**src/rtl/kac_pkg.sv**
```systemverilog
package kac_pkg;

    localparam int DATA_W_DEF = 16;
    localparam int STRIDE_DEF = 5;

    typedef enum logic {
        FN_ADD = 1'b0,
        FN_MUL = 1'b1
    } fn_e;

    // row of the k-th gated partial product (multiplier bit index)
    function automatic int lock_row(input int k, input int w);
        return k % w;
    endfunction

    // column of the k-th gated partial product (multiplicand bit index)
    function automatic int lock_col(input int k, input int w, input int s);
        return (k * s + k / w) % w;
    endfunction

    // gate index covering term (r, c), or -1 when the term is not gated
    function automatic int lock_index(input int r, input int c, input int w, input int s);
        int idx;
        idx = -1;
        for (int k = 0; k < 2 * w; k++) begin
            if (lock_row(k, w) == r && lock_col(k, w, s) == c) idx = k;
        end
        return idx;
    endfunction

endpackage

```
**src/rtl/kac_gate_bank.sv**
```systemverilog
module kac_gate_bank #(
    parameter int          N    = 16,
    parameter logic [N-1:0] GOOD = '0
) (
    input  logic [N-1:0] raw_i,
    input  logic [N-1:0] key_i,
    output logic [N-1:0] out_o
);
    // one XOR per gated wire, plus a fixed inverter where the good bit is 1
    for (genvar i = 0; i < N; i++) begin : g_gate
        if (GOOD[i]) begin : g_inv
            assign out_o[i] = ~(raw_i[i] ^ key_i[i]);
        end else begin : g_pass
            assign out_o[i] = raw_i[i] ^ key_i[i];
        end
    end
endmodule

```
**src/rtl/kac_adder.sv**
```systemverilog
module kac_adder #(
    parameter int              W    = 16,
    parameter logic [2*W-1:0]  GOOD = '0
) (
    input  logic [W-1:0]   a_i,
    input  logic [W-1:0]   b_i,
    input  logic [2*W-1:0] key_i,
    output logic [W:0]     sum_o
);
    logic [W-1:0] p_raw, g_raw, p_lk, g_lk, s;
    logic [W:0]   c;

    assign p_raw = a_i ^ b_i;
    assign g_raw = a_i & b_i;

    kac_gate_bank #(.N(W), .GOOD(GOOD[W-1:0])) i_prop_gates (
        .raw_i(p_raw), .key_i(key_i[W-1:0]), .out_o(p_lk)
    );

    kac_gate_bank #(.N(W), .GOOD(GOOD[2*W-1:W])) i_gen_gates (
        .raw_i(g_raw), .key_i(key_i[2*W-1:W]), .out_o(g_lk)
    );

    always_comb begin
        c[0] = 1'b0;
        for (int i = 0; i < W; i++) begin
            s[i]   = p_lk[i] ^ c[i];
            c[i+1] = g_lk[i] | (p_lk[i] & c[i]);
        end
    end

    assign sum_o = {c[W], s};
endmodule

```
**src/rtl/kac_mult.sv**
```systemverilog
module kac_mult
    import kac_pkg::*;
#(
    parameter int              W      = 16,
    parameter int              STRIDE = 5,
    parameter logic [2*W-1:0]  GOOD   = '0
) (
    input  logic [W-1:0]   a_i,
    input  logic [W-1:0]   b_i,
    input  logic [2*W-1:0] key_i,
    output logic [2*W-1:0] prod_o
);
    localparam int NL = 2 * W;
    localparam int PW = 2 * W;

    logic [W*W-1:0] pp_raw, pp_lk;
    logic [NL-1:0]  sel_raw, sel_lk;

    // plain partial products: index r*W + c is b[r] & a[c]
    for (genvar r = 0; r < W; r++) begin : g_row
        for (genvar cc = 0; cc < W; cc++) begin : g_col
            assign pp_raw[r*W+cc] = b_i[r] & a_i[cc];
        end
    end

    // gather the gated terms
    for (genvar k = 0; k < NL; k++) begin : g_gather
        assign sel_raw[k] = pp_raw[lock_row(k, W) * W + lock_col(k, W, STRIDE)];
    end

    kac_gate_bank #(.N(NL), .GOOD(GOOD)) i_pp_gates (
        .raw_i(sel_raw), .key_i(key_i), .out_o(sel_lk)
    );

    // scatter them back over the array
    for (genvar r = 0; r < W; r++) begin : g_srow
        for (genvar cc = 0; cc < W; cc++) begin : g_scol
            localparam int LI = lock_index(r, cc, W, STRIDE);
            if (LI >= 0) begin : g_locked
                assign pp_lk[r*W+cc] = sel_lk[LI];
            end else begin : g_open
                assign pp_lk[r*W+cc] = pp_raw[r*W+cc];
            end
        end
    end

    always_comb begin
        prod_o = '0;
        for (int r = 0; r < W; r++) begin
            prod_o = prod_o + (PW'(pp_lk[r*W +: W]) << r);
        end
    end
endmodule

```
**src/rtl/keyed_arith_core.sv**
```systemverilog
module keyed_arith_core
    import kac_pkg::*;
#(
    parameter int                     DATA_W   = DATA_W_DEF,
    parameter int                     STRIDE   = STRIDE_DEF,
    parameter logic [4*DATA_W-1:0]    GOOD_KEY = 64'hA5C3_1E7B_94D2_6F08
) (
    input  logic                  clk,
    input  logic                  rst,
    input  logic                  fn_i,
    input  logic [DATA_W-1:0]     a_i,
    input  logic [DATA_W-1:0]     b_i,
    input  logic [4*DATA_W-1:0]   key_i,
    output logic [2*DATA_W-1:0]   res_o
);
    localparam int W   = DATA_W;
    localparam int PW  = 2 * DATA_W;
    localparam int HK  = 2 * DATA_W;

    fn_e          fn;
    logic [W:0]   add_sum;
    logic [PW-1:0] mul_prod;

    assign fn = fn_e'(fn_i);

    kac_adder #(.W(W), .GOOD(GOOD_KEY[HK-1:0])) i_adder (
        .a_i(a_i), .b_i(b_i), .key_i(key_i[HK-1:0]), .sum_o(add_sum)
    );

    kac_mult #(.W(W), .STRIDE(STRIDE), .GOOD(GOOD_KEY[2*HK-1:HK])) i_mult (
        .a_i(a_i), .b_i(b_i), .key_i(key_i[2*HK-1:HK]), .prod_o(mul_prod)
    );

    always_ff @(posedge clk) begin
        if (rst) begin
            res_o <= '0;
        end else if (fn == FN_MUL) begin
            res_o <= mul_prod;
        end else begin
            res_o <= PW'(add_sum);
        end
    end


    reset_clear_chk: assert property (@(posedge clk) rst |=> res_o == '0);


    add_unlock_chk: assert property (@(posedge clk) disable iff (rst)
        (key_i[HK-1:0] == GOOD_KEY[HK-1:0]) |-> add_sum == ({1'b0, a_i} + {1'b0, b_i}));


    mul_unlock_chk: assert property (@(posedge clk) disable iff (rst)
        (key_i[2*HK-1:HK] == GOOD_KEY[2*HK-1:HK]) |-> mul_prod == (PW'(a_i) * PW'(b_i)));


    add_latency_chk: assert property (@(posedge clk) disable iff (rst)
        (!fn_i && key_i == GOOD_KEY) |=> res_o == $past(PW'({1'b0, a_i} + {1'b0, b_i})));


    mul_latency_chk: assert property (@(posedge clk) disable iff (rst)
        (fn_i && key_i == GOOD_KEY) |=> res_o == $past(PW'(a_i) * PW'(b_i)));
endmodule

```
**config.mk**
```make
export PLATFORM = sky130hd
export DESIGN_NAME = keyed_arith_core
export DESIGN_NICKNAME = d
export VERILOG_FILES = /design/src/rtl/kac_pkg.sv /design/src/rtl/kac_gate_bank.sv /design/src/rtl/kac_adder.sv /design/src/rtl/kac_mult.sv /design/src/rtl/keyed_arith_core.sv
export SDC_FILE = /design/constraint.sdc
export NUM_CORES = 1
export LEC_CHECK = 0
export BUFFER_PORTS_ARGS = -buffer_cell sky130_fd_sc_hd__buf_2
export CELL_PAD_IN_SITES_DETAIL_PLACEMENT = 0
export CELL_PAD_IN_SITES_GLOBAL_PLACEMENT = 1
export CORE_ASPECT_RATIO = 1.1
export CORE_MARGIN = 2
export CORE_UTILIZATION = 43
export CTS_BUF_LIST = sky130_fd_sc_hd__clkbuf_2 sky130_fd_sc_hd__clkbuf_4 sky130_fd_sc_hd__clkbuf_8
export DETAILED_ROUTE_END_ITERATION = 12
export GPL_ROUTABILITY_DRIVEN = 1
export GPL_TIMING_DRIVEN = 0
export PLACE_DENSITY = 0.77
export SYNTH_ARGS = -nofsm -noshare
export SYNTH_HDL_FRONTEND = slang
export SYNTH_SLANG_ARGS = --single-unit
```
**constraint.sdc**
```tcl
create_clock -name clk -period 6.7 [get_ports clk]
set_input_delay 0.67 -clock clk [delete_from_list [all_inputs] [get_ports clk]]
set_output_delay 0.67 -clock clk [all_outputs]
set_load 0.05 [all_outputs]
```
==> results summary <==
The number of fill cells in the layout is about 2400. The total grt overflow is 0. The largest registers in the layout are res_o: 32 flops.

The number of design-rule violations left by the first detailed-router iteration is 405. The proportion of netlist area held by the largest area contributor came out at between 30% and 40%. The final layout contains routed wiring with a total length of about 30 mm.

The number of pins with negative max-slew slack in the final report is 0. The number of nets in the layout is 1757. After synthesis, the most frequently instantiated cells are 200 x inv_1, 186 x fa_1, 146 x nand2_1.

Buffers placed on the I/O ports in this run total about 130. The remaining antenna violation count is 0. The number of detailed-route iterations in the first pass came out at 5.

The multi-input combinational cells in the finished layout cover a total of approximately 9400 um2. The register bit count reported by yosys is 32. In the final layout, flip-flops and latches occupy 641 um2.

The maximum number of pins on one net before global-route repair came out at 17. The maximum clock path buffer count is 2. Yosys instantiated no cell more often than inv_1. The required time of the critical path is approximately 6900 ps. In the synthesized netlist the dominant register cell turns out to be dfxtp_1. The die is roughly 150 um wide. Synthesis handed over a netlist of 1191 instances. The tree is rooted in a clkbuf_8. The critical path data arrival time is 7310 ps.

The critical path class is input pin to flop. The number of hold violations in the final report came out at 0. The total area inside the core boundary comes to between 20000 and 25000 um2.

Headroom to the max-slew limit came out at 44.5%. Counting flops per register, the top entry is res_o. The average cell area after synthesis is between 8 and 9 um2. Using the TritonRoute via totals, the vias-per-cell ratio works out to just over 5.

The clock transition at the register clock pins on the worst setup and hold paths after CTS is 80 ps. The category of the worst setup path capture point is a flop. After synthesis the cells add up to 10600 um2. The number of global-route vias before repair is around 9000. The number of different library cells used by synthesis comes to 59.

The final worst-path setup slack is -417 ps. Setup violations remaining at the end of the flow were counted as 12. The count of clock tree sinks is 32.

The post-synth net total came out at between 1500 and 2000. The overall fraction of global-route tracks in use is roughly a quarter. Cells fill 50.4% of the core in the end. Of all cell types, the one taking the most synthesized area is fa_1. Yosys printed 0 warnings. The type of element launching the critical path is an input pin. The number of buffers created by CTS is 5.

The post-layout minimum cycle time came out at between 7000 and 8000 ps. Counting flops with a built-in enable in the synthesized netlist gives 0. The standard-cell row count is 60.

Of all nets on the critical path, the largest fanout is 6. In the routed design, unresolved DRC markers number 0. The highest achievable clock rate is approximately 140 MHz. In this run, post-CTS hold repair placed 0 buffers. After synthesis, the cell types taking the most area are fa_1 35%, ha_1 16%, and2_1 7.5%. The TritonCTS clock tree is built. The worst hold path belongs to the class input pin to flop. The die covers about 26000 um2.

The run finished, with violations left. The routed via count is 8549. The part of the Yosys area used for sequential elements came out at between 6 and 7%. The final worst hold slack is 685 ps. The mean routed wirelength per cell came out at 18.3 um.

The final clock period utilization by the worst path is 106%. The transition time of the tightest slew-check pin came out at 832 ps. The global-route wire length before repair is between 40 and 50 mm. The area growth from synthesis to final layout came out at 15.6%.

The initial antenna violation count is 0. The checks that failed: negative setup slack. Setup repair after global routing could not meet its margin everywhere.

The number of top-level design ports came out at roughly 130. The floorplan step set the die height to 169 um. CTS built an H-tree with a depth of 2.

The final weighted congestion in routability-driven placement came out at between 0.9 and 1. The flip-flop count of the largest register after layout came out at 32. Once the floorplan was initialized, standard cells occupied a little over two fifths of the core. The worst slack at placement is -1040 ps. The ratio of cells with drive above 1 in the final layout is 17.2%. Across the run, the number of max-cap violations was 0.

The sum of net half-perimeters after detailed placement is ~26 mm. In the synthesized netlist the async set-or-reset flop fraction comes to 0%.
-- final cells by class --
type                    instances  area share, %
plain buffers                  37           1.52
flip-flops and latches         32           5.23
diodes                          1         0.0204
clock inverters                 3          0.194
repair buffers                145           6.71
multi-input cells             916           76.5
well taps                     310           3.17
clock buffers                   5          0.562
inverters                     200           6.13
-- per-layer routing --
| metal | global-route usage (%) | wire (um) | vias to the layer above |
|---|---|---|---|
| met5 | 0 | 0 | - |
| met4 | 8.93 | 1130 | 0 |
| met3 | 2.84 | 1160 | 53 |
| met2 | 41.0 | 15000 | 225 |
| met1 | 30.8 | 12900 | 4267 |
| li1 | - | - | 4004 |
-- final timing paths --
check	startpoint	endpoint	slack [ps]	cells past startpoint
worst max-delay path	b_i[1]	res_o[28]	-420	27
worst min-delay path	key_i[0]	res_o[0]	690	4
-- critical path, stage by stage --
cell and delay [ps]:
buf_12 110, buf_8 120, and2_4 140, ha_4 160, inv_2 50, fa_2 230
nor2b_4 50, o31a_4 290, o2111ai_4 280, a21oi_4 120, o41ai_2 270, xnor2_1 140
fa_2 550, inv_2 50, fa_2 580, fa_2 450, fa_1 510, inv_1 50
fa_1 510, fa_1 460, ha_4 330, and4_4 250, and2_4 140, nand4b_1 240
a31oi_2 320, o31ai_2 110, mux2i_1 120
-- stage by stage --
| stage | area (um2) | instances | TNS (ps) |
|---|---|---|---|
| after floorplan | 10700 | 1191 | -119 |
| after global placement | 11700 | 1630 | -15030 |
| after detailed placement | 11700 | 1630 | -14780 |
| after CTS | 12100 | 1648 | -4310 |
| after global routing | 12200 | 1648 | -6670 |
| final | 12300 | 1649 | -3530 |
-- cell usage in the layout (no fill, tap or decap), drive strengths merged, types with 4 or more instances in the layout --
cell    count
dfxtp      32
o21a        7
o21ai      23
xnor2      43
a21oi      38
nand2     146
a21o       13
fa        186
a31oi       6
xor2       44
a211oi      4
clkbuf     34
buf       153
nand4       5
nor3       11
nand3       7
nor2       40
o21bai      4
and2      128
nand2b     20
o31a        4
ha        135
mux2i      17
inv       200
-- logic make-up (layout without fill, tap and decap cells) --
| family | count (synthesis) | count (layout) | synth area share, % |
|---|---|---|---|
| AOI/OAI and AO/OA | 119 | 119 | 7.63 |
| xor gates and xnor gates | 87 | 87 | 7.19 |
| adders and majority gates | 321 | 321 | 51.1 |
| buffers and inverters | 243 | 390 | 8.73 |
| DFF | 32 | 32 | 6.04 |
| muxes | 18 | 18 | 1.71 |
| other | 0 | 1 | 0 |
| and+or+nand+nor | 371 | 371 | 17.6 |
-- repair_timing --
item | CTS | global route
gates resized for setup | 39 | 42
setup buffers | 13 | 3
endpoints found under the setup margin | 19 | 18
pin swaps | 29 | 24
endpoints found under the hold margin | 0 | 0
Power is left out: the tool's default activity adds up to more than one toggle a clock period on the data nets, which glitch-free logic cannot reach.
